### src/rtl/prs_pkg.sv
package prs_pkg;

  typedef enum logic [2:0] {
    ERR_NONE     = 3'd0,
    ERR_ENABLE   = 3'd1,
    ERR_RESET    = 3'd2,
    ERR_REENABLE = 3'd3,
    ERR_UNGATE   = 3'd4
  } errCode_t;

  typedef enum logic [1:0] {
    OP_KEEP,
    OP_CLR_RST,
    OP_SET_RST,
    OP_CLR_GATE
  } bitOp_t;

  // strobes from control to datapath
  typedef struct packed {
    logic     capture;
    logic     pollClr;
    logic     pollInc;
    logic     tryClr;
    logic     tryInc;
    logic     finish;
    logic     clearResult;
    bitOp_t   op;
    errCode_t code;
  } dpCtl_t;

endpackage

### src/rtl/prs_datapath.sv
module prs_datapath import prs_pkg::*; #(
  parameter int DATA_W   = 32,
  parameter int RST_BIT  = 31,
  parameter int GATE_BIT = 30,
  parameter int POLL_MAX = 1000000,
  parameter int TRIES    = 10
) (
  input  logic              clk,
  input  logic              rstN,
  input  dpCtl_t            ctlI,
  input  logic [DATA_W-1:0] regRdataI,
  output logic [DATA_W-1:0] regWdataO,
  output logic              pollLastO,
  output logic              tryLastO,
  output logic              doneO,
  output logic              errO,
  output logic [2:0]        errCodeO
);

  localparam int PW = (POLL_MAX > 1) ? $clog2(POLL_MAX) : 1;
  localparam int TW = (TRIES > 1) ? $clog2(TRIES) : 1;

  logic [DATA_W-1:0] shadow;
  logic [PW-1:0]     pollCnt;
  logic [TW-1:0]     tryCnt;

  always_ff @(posedge clk) begin
    if (!rstN) shadow <= '0;
    else if (ctlI.capture) shadow <= regRdataI;
  end

  always_ff @(posedge clk) begin
    if (!rstN || ctlI.pollClr) pollCnt <= '0;
    else if (ctlI.pollInc) pollCnt <= pollCnt + PW'(1);
  end

  always_ff @(posedge clk) begin
    if (!rstN || ctlI.tryClr) tryCnt <= '0;
    else if (ctlI.tryInc) tryCnt <= tryCnt + TW'(1);
  end

  assign pollLastO = (pollCnt == PW'(POLL_MAX - 1));
  assign tryLastO  = (tryCnt == TW'(TRIES - 1));

  always_comb begin
    regWdataO = shadow;
    unique case (ctlI.op)
      OP_CLR_RST:  regWdataO[RST_BIT]  = 1'b0;
      OP_SET_RST:  regWdataO[RST_BIT]  = 1'b1;
      OP_CLR_GATE: regWdataO[GATE_BIT] = 1'b0;
      default:     ;
    endcase
  end

  always_ff @(posedge clk) begin
    if (!rstN || ctlI.clearResult) begin
      doneO    <= 1'b0;
      errO     <= 1'b0;
      errCodeO <= 3'd0;
    end else if (ctlI.finish) begin
      doneO    <= 1'b1;
      errO     <= (ctlI.code != ERR_NONE);
      errCodeO <= ctlI.code;
    end else begin
      doneO    <= 1'b0;
    end
  end

  AST_POLL_LIMIT: assert property (@(posedge clk) disable iff (!rstN)
    ctlI.pollInc |-> !pollLastO);
  AST_TRY_LIMIT: assert property (@(posedge clk) disable iff (!rstN)
    ctlI.tryInc |-> !tryLastO);
  AST_DONE_PULSE: assert property (@(posedge clk) disable iff (!rstN)
    doneO |=> !doneO);
  AST_ERR_MATCH: assert property (@(posedge clk) disable iff (!rstN)
    doneO |-> (errO == (errCodeO != 3'd0)));

endmodule

### src/rtl/prs_ctrl.sv
module prs_ctrl import prs_pkg::*; #(
  parameter int DATA_W   = 32,
  parameter int RST_BIT  = 31,
  parameter int GATE_BIT = 30
) (
  input  logic              clk,
  input  logic              rstN,
  input  logic              startI,
  input  logic              justEnI,
  input  logic              regReadyI,
  input  logic [DATA_W-1:0] regRdataI,
  input  logic              pollLastI,
  input  logic              tryLastI,
  output dpCtl_t            ctlO,
  output logic              busyO,
  output logic              regRdReqO,
  output logic              regWrReqO
);

  typedef enum logic [1:0] {PH_IDLE, PH_READ, PH_WRITE, PH_POLL} phase_t;
  typedef enum logic [2:0] {
    ST_REL1, ST_UNG1, ST_ASSERT, ST_REL2, ST_UNG2, ST_FINAL
  } step_t;

  phase_t   phase, phaseNext;
  step_t    step, stepNext, stepAfter;
  logic     modeJust;
  logic     pollHit, hasPoll, advance;
  bitOp_t   stepOp;
  errCode_t stepCode;

  // per-step properties
  always_comb begin
    stepOp    = OP_KEEP;
    stepCode  = ERR_NONE;
    hasPoll   = 1'b0;
    pollHit   = 1'b1;
    stepAfter = ST_FINAL;
    unique case (step)
      ST_REL1: begin
        stepOp = OP_CLR_RST; stepCode = ERR_ENABLE; hasPoll = 1'b1;
        pollHit = !regRdataI[RST_BIT]; stepAfter = ST_UNG1;
      end
      ST_UNG1: begin
        stepOp = OP_CLR_GATE; stepAfter = modeJust ? ST_FINAL : ST_ASSERT;
      end
      ST_ASSERT: begin
        stepOp = OP_SET_RST; stepCode = ERR_RESET; hasPoll = 1'b1;
        pollHit = regRdataI[GATE_BIT]; stepAfter = ST_REL2;
      end
      ST_REL2: begin
        stepOp = OP_CLR_RST; stepCode = ERR_REENABLE; hasPoll = 1'b1;
        pollHit = !regRdataI[RST_BIT]; stepAfter = ST_UNG2;
      end
      ST_UNG2: begin
        stepOp = OP_CLR_GATE; stepAfter = ST_FINAL;
      end
      default: begin
        stepCode = ERR_UNGATE; pollHit = !regRdataI[GATE_BIT];
      end
    endcase
  end

  always_comb begin
    ctlO      = '0;
    phaseNext = phase;
    stepNext  = step;
    advance   = 1'b0;
    unique case (phase)
      PH_IDLE: if (startI) begin
        ctlO.tryClr      = 1'b1;
        ctlO.clearResult = 1'b1;
        stepNext         = ST_REL1;
        phaseNext        = PH_READ;
      end
      PH_READ: if (regReadyI) begin
        ctlO.capture = 1'b1;
        phaseNext    = PH_WRITE;
      end
      PH_WRITE: begin
        ctlO.op = stepOp;
        if (regReadyI) begin
          if (hasPoll) begin
            ctlO.pollClr = 1'b1;
            phaseNext    = PH_POLL;
          end else begin
            advance = 1'b1;
          end
        end
      end
      default: if (regReadyI) begin
        if (pollHit) begin
          if (step == ST_FINAL) begin
            ctlO.finish = 1'b1;
            ctlO.code   = ERR_NONE;
            phaseNext   = PH_IDLE;
          end else begin
            advance = 1'b1;
          end
        end else if (pollLastI) begin
          if (tryLastI) begin
            ctlO.finish = 1'b1;
            ctlO.code   = stepCode;
            phaseNext   = PH_IDLE;
          end else begin
            ctlO.tryInc = 1'b1;
            stepNext    = ST_REL1;
            phaseNext   = PH_READ;
          end
        end else begin
          ctlO.pollInc = 1'b1;
        end
      end
    endcase
    if (advance) begin
      stepNext = stepAfter;
      if (stepAfter == ST_FINAL) begin
        ctlO.pollClr = 1'b1;
        phaseNext    = PH_POLL;
      end else begin
        phaseNext = PH_READ;
      end
    end
  end

  always_ff @(posedge clk) begin
    if (!rstN) begin
      phase    <= PH_IDLE;
      step     <= ST_REL1;
      modeJust <= 1'b0;
    end else begin
      phase <= phaseNext;
      step  <= stepNext;
      if (phase == PH_IDLE && startI) modeJust <= justEnI;
    end
  end

  assign busyO     = (phase != PH_IDLE);
  assign regRdReqO = (phase == PH_READ) || (phase == PH_POLL);
  assign regWrReqO = (phase == PH_WRITE);

  AST_RD_HOLD: assert property (@(posedge clk) disable iff (!rstN)
    (regRdReqO && !regReadyI) |=> regRdReqO);
  AST_WR_HOLD: assert property (@(posedge clk) disable iff (!rstN)
    (regWrReqO && !regReadyI) |=> (regWrReqO && $stable(ctlO.op)));

endmodule

### src/rtl/periph_reset_seq.sv
module periph_reset_seq import prs_pkg::*; #(
  parameter int DATA_W   = 32,
  parameter int RST_BIT  = 31,
  parameter int GATE_BIT = 30,
  parameter int POLL_MAX = 1000000,
  parameter int TRIES    = 10
) (
  input  logic              clk,
  input  logic              rstN,
  input  logic              startI,
  input  logic              justEnI,
  output logic              busyO,
  output logic              doneO,
  output logic              errO,
  output logic [2:0]        errCodeO,
  output logic              regRdReqO,
  output logic              regWrReqO,
  output logic [DATA_W-1:0] regWdataO,
  input  logic [DATA_W-1:0] regRdataI,
  input  logic              regReadyI
);

  dpCtl_t ctl;
  logic   pollLast, tryLast;

  prs_ctrl #(
    .DATA_W(DATA_W), .RST_BIT(RST_BIT), .GATE_BIT(GATE_BIT)
  ) i_ctrl (
    .clk(clk), .rstN(rstN), .startI(startI), .justEnI(justEnI),
    .regReadyI(regReadyI), .regRdataI(regRdataI),
    .pollLastI(pollLast), .tryLastI(tryLast),
    .ctlO(ctl), .busyO(busyO), .regRdReqO(regRdReqO), .regWrReqO(regWrReqO)
  );

  prs_datapath #(
    .DATA_W(DATA_W), .RST_BIT(RST_BIT), .GATE_BIT(GATE_BIT),
    .POLL_MAX(POLL_MAX), .TRIES(TRIES)
  ) i_dp (
    .clk(clk), .rstN(rstN), .ctlI(ctl), .regRdataI(regRdataI),
    .regWdataO(regWdataO), .pollLastO(pollLast), .tryLastO(tryLast),
    .doneO(doneO), .errO(errO), .errCodeO(errCodeO)
  );

  AST_DONE_AFTER_BUSY: assert property (@(posedge clk) disable iff (!rstN)
    $fell(busyO) |-> doneO);
  AST_CODE_HELD: assert property (@(posedge clk) disable iff (!rstN)
    (!busyO && !startI) |=> $stable(errCodeO));

endmodule

### config.mk
export PLATFORM = sky130hd
export DESIGN_NAME = periph_reset_seq
export DESIGN_NICKNAME = d
export VERILOG_FILES = /design/src/rtl/prs_pkg.sv /design/src/rtl/prs_datapath.sv /design/src/rtl/prs_ctrl.sv /design/src/rtl/periph_reset_seq.sv
export SDC_FILE = /design/constraint.sdc
export NUM_CORES = 1
export LEC_CHECK = 0
export BUFFER_PORTS_ARGS = -buffer_cell sky130_fd_sc_hd__buf_2
export CORE_MARGIN = 10
export CORE_UTILIZATION = 58
export DETAILED_ROUTE_END_ITERATION = 7
export PLACE_DENSITY = 0.85
export RECOVER_POWER = 50
export SLEW_MARGIN = 20
export SYNTH_ARGS = -nofsm -noshare
export SYNTH_HDL_FRONTEND = slang
export SYNTH_SLANG_ARGS = --single-unit
### constraint.sdc
create_clock -name clk -period 3.8 [get_ports clk]
set_input_delay 0.19 -clock clk [delete_from_list [all_inputs] [get_ports clk]]
set_output_delay 0.19 -clock clk [all_outputs]
set_load 0.005 [all_outputs]
### Yosys cells after proc, flatten, opt, wreduce, memory -nomap -nowiden

Index checks and enable logic that the tools add are counted.

* logic and storage cells: 116
* output and inout bits: 40
* flip-flop bits (word level): 67

* add/subtract/negate cells: 2
* reductions and logical operators: 22
* mux-type cells: 61
* eq/ne operators: 22

Operators by type and width (number)
* $mux 3: 12
* $mux 2: 14
* $mux 1: 27
* $pmux 3 s4: 2
* $add 20x1->20 const B: 1
* $eq 20x20->1 const B: 1
* $pmux 2 s3: 2
* $eq 3x3->1 const B: 3
* $reduce_bool 3->1: 3
* $eq 2x2->1 const B: 4
* $reduce_or 2->1: 4
* $reduce_and 7->1: 1
* $eq 3x2->1 const B: 2
* $ne 3x1->1 const B: 2
* $ne 3x2->1 const B: 2
* $ne 3x3->1 const B: 2
* $ne 6x6->1 const B: 1
* $pmux 3 s2: 1
* $reduce_and 6->1: 1
* $reduce_bool 6->1: 1
* $reduce_or 3->1: 2
* $add 4x1->4 const B: 1
* $eq 2x1->1 const B: 2
* $eq 4x4->1 const B: 1
* other kinds (10): 15

### Logic depth before layout (Yosys ltp)

Gate-level depths: netlist of the first run.

* depth in word-level cells: 9
* gate-level depth with buffers: 10
* gate-level depth less buffers: 8

### Modules after synthesis

From an unflattened synthesis of the first run, not the netlist that was laid out.

* cell total of the unflattened synthesis: 379
* area, all modules: 3509.6 um^2

By module, submodules not included
* prs_datapath: area each 2740.1 um^2, instances 1, cells each 282, sequential area each 1221.2 um^2
* prs_ctrl: area each 769.5 um^2, instances 1, cells each 97, sequential area each 120.1 um^2

### Least setup slack after synthesis of the first run

No wires, ideal clock.

* path kind: register to register
* from: register i_ctrl.phase[0]
* to: register i_dp.pollCnt[10]
* path slack: 1635 ps
* required time: 3683 ps
* library setup time: 117 ps
* stages on the path, launching flop included: 11
* period minus slack after synthesis: 2165 ps
* arrival: 2048 ps
* buffers on the path: 3
* cells stage by stage: dfxtp_1 > inv_1 > ha_1 > clkbuf_1 > nor2_1 > nand2_1 > a311oi_1 > a211o_1 > clkbuf_1 > buf_2 > nor2_1

* word-level cells in the longest chain between the ends: 5
* elaborated cells on any way between the ends: 11
* those cells by class: eq/ne (2); mux (5); reduce/logical (4)

RTL lines
* from (decl): line prs_ctrl.sv:25 `phase_t phase, phaseNext;`
* from (signal assigned): line prs_ctrl.sv:132 `phase <= phaseNext;`
* $eq 2x1->1, or another cell as far along: line prs_ctrl.sv:69 `unique case (phase)`
* $reduce_or 2->1 (no line) / $mux 1 (equally long branches)
* $pmux 1 s2 / $mux 1 (equally long branches): line prs_ctrl.sv:69, prs_ctrl.sv:117
* $mux 1: line prs_ctrl.sv:115 `if (advance) begin`
* $logic_or 1x1->1: line prs_datapath.sv:33 `if (!rstN || ctlI.pollClr) pollCnt <= '0;`
* to (signal assigned): line prs_datapath.sv:34 `else if (ctlI.pollInc) pollCnt <= pollCnt + PW'(1);`
* to (decl): line prs_datapath.sv:24 `logic [PW-1:0] pollCnt;`

Parallel ways exist; a longest one is shown, timed or not.
A chain may end at the register's enable or synchronous reset.

### Final worst setup path of the first run

* from: register i_dp.pollCnt[8]
* to: register i_dp.errCodeO[0]

* word-level cells in the longest chain between the ends: 5
* elaborated cells on any way between the ends: 9
* those cells by class: eq/ne (1); mux (8)

RTL lines
* $eq 20x20->1 *: line prs_datapath.sv:42 `assign pollLastO = (pollCnt == PW'(POLL_MAX - 1));`
* $mux 3 / $mux 2 (equally long branches): line prs_ctrl.sv:100 `end else if (pollLastI) begin`
* $mux 3 / $mux 1 (equally long branches): line prs_ctrl.sv:92 `if (pollHit) begin`
* $mux 3 / $mux 2 (equally long branches): line prs_ctrl.sv:91 `default: if (regReadyI) begin`
* $mux 3 / $mux 2 (equally long branches): line prs_ctrl.sv:69
* to (signal assigned): line prs_datapath.sv:63 `errCodeO <= ctlI.code;`
* to (decl): line prs_datapath.sv:17 `output logic [2:0] errCodeO`

Every way passes the cells marked *; elsewhere a longest branch is shown, timed or not.

==> results.tsv, run 1 <==
metric	value	unit
Max stage delay cell, worst path	nor4_4	
io pins	77	
Crit path largest cell delay	650	ps
most frequently used flop master after synthesis	dfxtp_1	
post-synth cell types	59	
CTS root buf	clkbuf_8	
final antenna-violating net count	0	
via-per-instance ratio	5.38	
hpwl dp	5600	um
Hold Buf Count CTS	0	
CTS clk-pin slew, worst paths	80	ps
DR WL/cell	14.5	um
post-synthesis average cell area	8.11	um^2
Leak	1.45	nW
clk_lat worst skew	340	ps
ys async rst share	0	%
antenna cells	0	
VDD IR max	315	uV
vias	2848	
Setup TNS Final	0	ps
initial antenna violation count	0	
Post-CTS Setup Bufs	0	
CP Class	register to register	
startpoint types	register	
pwr/cell area	553	mW/mm^2
largest net degree at the start of global routing	37	
Critical Path Fanout Max	13	
min Tclk post-route	2500	ps
Non-Filler Instances	529	
Synth Register Bits	67	
CP cell instances	or4b_1 -> nor4_4 -> nand4_2 -> or3_1 -> a21oi_1	
Starting Density	60.2	%
failing checks	max-capacitance violations, max-slew violations	
Residual DRC	0	
Post-Synthesis Cells	414	
Synth Warn #	0	
DP Cell Count	513	
die span in y	96.1	um
share of cells above drive strength 1	17.1	%
die area	0.00923	mm^2
Seq/Total Area, Yosys	39.9	%
number of global-route vias before repair	2695	
Final Setup Violations	0	
H-tree depth	3	
run status	complete, but fails checks	
Layout Skew	6.34	ps
Total GRT Usage	16.4	%
WL final	7670	um
Critical Path RT	4070	ps
syn_nets	460	
unrepaired setup endpoints after global routing	false	
DRT iter0 DRCs	206	
crit share post-route	65.7	%
# rows	27	
Pre-antenna DRT Iters	5	
Layout area overhead	11.1	%
fillcell total	474	
clock tree buffer depth	2	
most common cell after layout, fill and taps aside	nand2_1	
highest clock rate	0.401	GHz
post_cts resized	0	
Critical Path AT	2760	ps
Congestion Overflow GR	0	
most frequent cells in the layout	nand2_1 (87), dfxtp_1 (67), a21oi_1 (47), buf_2 (47), clkbuf_1 (29)	
hold crit path type	primary input to register	
Slew @ Worst Pin	1560	ps
Post-Syn Area	0.00336	mm^2
Hold Violations, Final	0	
CTS tree	done	
EDFF count, synth	0	
first-pass GRT wire length	12200	um
GPL Wtd Cong	0.987	
number of buffers created by CTS	9	
Setup crit end kind	register	
Placeable Area	0.00557	mm^2
I/O Buffers	76	
Slew Limit Fails	33	
slew margin rel.	-3.93	%
die width	96.1	um
Final Core Density	66.9	%
clk sinks	67	
total of max-cap violations	1	
# nets final	498	
## through the flow
stage                     cell area [um^2]  setup slack (ps)  hold slack [ps]  total power, mW
after CTS                             3770              1300             62.7             2.08
after floorplan                       3360              1630              318             1.24
after detailed placement              3520              1310              436             1.36
final                                 3730              1300             72.2             2.06
after global placement                3520              1390              430             1.34
after global routing                  3730              1060             66.1             2.18
## synthesized netlist by cell type (all sizes together), types with 2 or more instances
cell / number / area, um^2
nand2b: 2 / 15.0
a21oi: 47 / 235
xnor2: 10 / 87.6
xor2: 6 / 52.6
or2: 3 / 18.8
clkbuf: 13 / 48.8
nand2: 87 / 327
and2: 3 / 18.8
o21ai: 8 / 40.0
dfxtp: 67 / 1340
inv: 13 / 48.8
nor2b: 3 / 18.8
nor2: 28 / 113
nor3b: 3 / 27.5
buf: 37 / 269
nor3: 5 / 25.0
and3: 7 / 45.1
o2111ai: 2 / 17.5
nor4: 7 / 58.8
ha: 9 / 113
nand4: 5 / 37.5
nand3b: 3 / 22.5
or3: 6 / 37.5
mux2i: 2 / 20.0
a311oi: 4 / 52.6
nand3: 11 / 55.1
## worst max-delay path, delay by kind of cell (launching register included)
| kind | cells | cell delay (ps) |
|---|---|---|
| DFF | 1 | 330 |
| AOI/OAI and AO/OA | 1 | 160 |
| and+or+nand+nor | 4 | 1930 |
## layer usage
metal / share of wire, % / track usage, %
met2: 46 / 26.5
met3: 11 / 5.06
met4: 1.5 / 8.35
met1: 42 / 19.1
met5: 0 / 0
## registers in the layout (all words and copies together), names as in the netlist
register,cells
i_dp.shadow,32
i_dp.errO,1
i_dp.tryCnt,4
i_ctrl.phase,2
i_ctrl.step,3
i_dp.doneO,1
i_ctrl.modeJust,1
i_dp.errCodeO,3
i_dp.pollCnt,20
## cells by family after synthesis
family | share of synthesized area [%]
buffers and inverters | 11.0
adders and majority gates | 3.35
muxes | 0.931
and+or+nand+nor | 26.0
DFF | 39.9
xor gates and xnor gates | 4.17
AOI/OAI and AO/OA | 14.5
## area by class of cell
type                       count  area, um^2  share of cell area (%)
clock buffer                   9         124                    3.32
clock inverter                 7         124                    3.32
inverter                      14        52.6                    1.41
multi-input combinational    283        1650                    44.1
sequential                    67        1340                    36.0
tap                           72        90.1                    2.42
timing repair buffer          77         352                    9.43
## path summary, 6_finish.rpt
kind | from | end | slack, ps | depth (start not counted)
hold / removal | regRdataI[22] | i_dp.shadow[22]$_SDFFE_PN0P_ | 70 | 3
hold reg to reg | i_dp.shadow[6]$_SDFFE_PN0P_ | i_dp.shadow[6]$_SDFFE_PN0P_ | 460 | 2
setup reg to reg | i_dp.pollCnt[8]$_SDFFE_PP0P_ | i_dp.errCodeO[0]$_SDFFE_PP0P_ | 1300 | 5
setup / recovery | i_dp.pollCnt[8]$_SDFFE_PP0P_ | i_dp.errCodeO[0]$_SDFFE_PP0P_ | 1300 | 5
## where the power goes
part	switching [mW]	internal [mW]	total, mW	leakage (nW)
Combinational	0.346	0.196	0.542	0.792
Clock	0.282	0.441	0.723	0.120
Sequential	0.0380	0.760	0.798	0.542
Total	0.666	1.40	2.06	1.45
(Power assumes the default switching activity.)
==> run 2: changes to the inputs <==
--- a/config.mk
+++ b/config.mk
@@ -7,9 +7,9 @@
 export LEC_CHECK = 0
 export BUFFER_PORTS_ARGS = -buffer_cell sky130_fd_sc_hd__buf_2
 export CORE_MARGIN = 10
-export CORE_UTILIZATION = 58
+export CORE_UTILIZATION = 54
 export DETAILED_ROUTE_END_ITERATION = 7
-export PLACE_DENSITY = 0.85
+export PLACE_DENSITY = 0.8
 export RECOVER_POWER = 50
 export SLEW_MARGIN = 20
 export SYNTH_ARGS = -nofsm -noshare
==> constraint.sdc (replaced) <==
create_clock -name clk -period 2.3 [get_ports clk]
set_input_delay 0.115 -clock clk [delete_from_list [all_inputs] [get_ports clk]]
set_output_delay 0.115 -clock clk [all_outputs]
set_load 0.005 [all_outputs]
==> run 2 against run 1 <==
  * The run now ends clean
  * Register-to-register slack got worse by 1200 ps
  * Largest cell class unchanged
  * Cell area rose by 9.0%
  * Highest routed layer unchanged
  * First-iteration DRC count fell by 24%
  * Sequential power rose by 65%
  * Clock power rose by 52%
  * Critical endpoint is now i_ctrl.step[1]$_SDFFE_PN0P_
  * Critical path depth rose by 1
  * Clock skew rose by 1.7 ps
  * Flip-flop and latch count did not move
==> results.tsv, run 2 (same netlist as run 1, synthesis figures left out) <==
metric	value	unit	change
run status	completed		was complete, but fails checks
CTS root buf	clkbuf_8		unchanged
pre-CTS setup slack	72.4	ps	was 1310 ps
Starting Density	56.1	%	was 60.2%
WL final	8470	um	was 7670 um
Layout area overhead	21.0	%	was 11.1%
most frequent cells in the layout	nand2_1 (87), dfxtp_1 (64), a21oi_1 (47)		was nand2_1 (87), dfxtp_1 (67), a21oi_1 (47), buf_2 (47), clkbuf_1 (29)
Congestion Overflow GR	0		unchanged
Slew Limit Fails	0		was 33
# rows	28		was 27
slew margin rel.	58.5	%	was -3.93%
FF+latch area	0.00135	mm^2	was 0.00134 mm^2
via-per-instance ratio	5.38		about the same
most common cell after layout, fill and taps aside	nand2_1		unchanged
Final Setup Violations	0		unchanged
Critical Path AT	2440	ps	was 2760 ps
Clk network pwr share	32.3	%	was 35.1%
Int Pwr	2.25	mW	was 1.40 mW
highest clock rate	0.455	GHz	was 0.401 GHz
Sw Pwr	1.14	mW	was 0.666 mW
CTS clk-pin slew, worst paths	80	ps	about the same
biggest regs	i_dp.shadow x32, i_dp.pollCnt x20, i_dp.tryCnt x4		unchanged
footprint of the multi-input gates	0.00167	mm^2	was 0.00165 mm^2
min Tclk post-route	2200	ps	was 2500 ps
first-pass GRT wire length	13800	um	was 12200 um
max reg flops	32		unchanged
initial antenna violation count	0		unchanged
startpoint types	register		unchanged
hpwl dp	5740	um	was 5600 um
io pins	77		unchanged
pwr/cell area	835	mW/mm^2	was 553 mW/mm^2
share of cells above drive strength 1	17.8	%	was 17.1%
Pre-antenna DRT Iters	5		unchanged
fillcell total	477		was 474
Setup TNS Final	0	ps	unchanged
die width	98.9	um	was 96.1 um
Largest Register	i_dp.shadow		unchanged
Layout Skew	8.06	ps	was 6.34 ps
DRT iter0 DRCs	156		was 206
largest net degree at the start of global routing	36		was 37
unrepaired setup endpoints after global routing	false		unchanged
clk_lat worst skew	350	ps	was 340 ps
Post-CTS Setup Bufs	0		unchanged
number of buffers created by CTS	9		unchanged
number of global-route vias before repair	2834		was 2695
CTS tree	done		unchanged
I/O Buffers	76		unchanged
antenna cells	0		unchanged
hold crit path type	primary input to register		unchanged
Setup crit end kind	register		unchanged
Sw Share	33.6	%	was 32.3%
Total GRT Usage	16.8	%	was 16.4%
vias	3064		was 2848
Reg power frac	38.9	%	was 38.7%
Total Power	3.39	mW	was 2.06 mW
final antenna-violating net count	0		unchanged
clk sinks	67		unchanged
Setup WS post-layout	101	ps	was 1300 ps
Hold Violations, Final	0		unchanged
die area	0.00977	mm^2	was 0.00923 mm^2
DR WL/cell	14.9	um	was 14.5 um
crit share post-route	95.6	%	was 65.7%
Critical Path Fanout Max	12		was 13
R2R setup slack	100	ps	was 1300 ps
VDD IR max	720	uV	was 315 uV
CP Class	register to register		unchanged
GPL Wtd Cong	0.836		was 0.987
combinational power share	28.7	%	was 26.3%
Slew @ Worst Pin	623	ps	was 1560 ps
Critical Path RT	2540	ps	was 4070 ps
Placeable Area	0.00599	mm^2	was 0.00557 mm^2
# nets final	535		was 498
Leak	1.57	nW	was 1.45 nW
H-tree depth	3		unchanged
die span in y	98.9	um	was 96.1 um
total of max-cap violations	0		was 1
Residual DRC	0		unchanged
clock tree buffer depth	2		unchanged
-- run 2: changes by cell type in the layout (fill, tap and decap cells not counted), sizes merged --
cell | before | now
buf | 48 | 51
bufinv | 3 | 2
clkbuf | 38 | 47
clkinv | 2 | 3
clkinvlp | 1 | 2
dlygate4sd3 | 0 | 25
inv | 15 | 14
-- run 2: layout make-up --
class | count | area share, %
clock buffer | 9 | 3.05
clock inverter | 7 | 2.49
inverter | 14 | 1.29
multi-input combinational | 283 | 41.0
sequential | 67 | 33.2
tap | 75 | 2.31
timing repair buffer | 114 | 16.7
-- run 2: stage by stage --
step,hold slack (ps),instances,area (um^2),utilization (%)
2_1_floorplan,243,414,3360,-
3_3_place_gp,355,528,3610,60.3
3_5_place_dp,361,528,3610,60.3
4_1_cts,0.894,569,4090,68.3
5_1_grt,16.4,569,4060,67.8
6_report,10.6,569,4060,67.8
-- run 2: repair_timing --
item / 4_1_cts / 5_1_grt
gates resized for setup: 2 / 6
endpoints found under the setup margin: 1 / 19
hold endpoints to repair: 25 / 0
hold buffers: 25 / 0
-- run 2: worst max-delay path, cell delays in order, from the launching register on --
cell,delay (ps)
dfxtp_4,380
nand2b_2,240
a311oi_4,400
nor2_4,110
o41a_1,510
and3_1,210
o31a_1,220
-- run 2: power groups by stage --
stage,clock (mW),sequential (mW),combinational (mW)
detailed placement,0,1.34,0.957
global placement,0,1.34,0.930
finish,1.10,1.32,0.975
CTS,1.12,1.32,0.992
global route,1.17,1.33,1.09
floorplan,0,1.32,0.727
-- run 2: per-layer routing --
layer	wire, um	track usage, %	vias up
li1	-	-	1528
met1	3720	20.3	1421
met2	4050	27.9	103
met3	587	4.33	12
met4	109	6.62	0
met5	0	0	-
-- run 2: path summary, 6_finish.rpt --
check,startpoint,to,depth (start not counted)
setup / recovery,i_ctrl.step[1]$_SDFFE_PN0P_,i_ctrl.step[1]$_SDFFE_PN0P_,6
hold / removal,regRdataI[7],i_dp.shadow[7]$_SDFFE_PN0P_,3
setup reg to reg,i_ctrl.step[1]$_SDFFE_PN0P_,i_ctrl.step[1]$_SDFFE_PN0P_,6
hold reg to reg,i_dp.shadow[14]$_SDFFE_PN0P_,i_dp.shadow[14]$_SDFFE_PN0P_,2
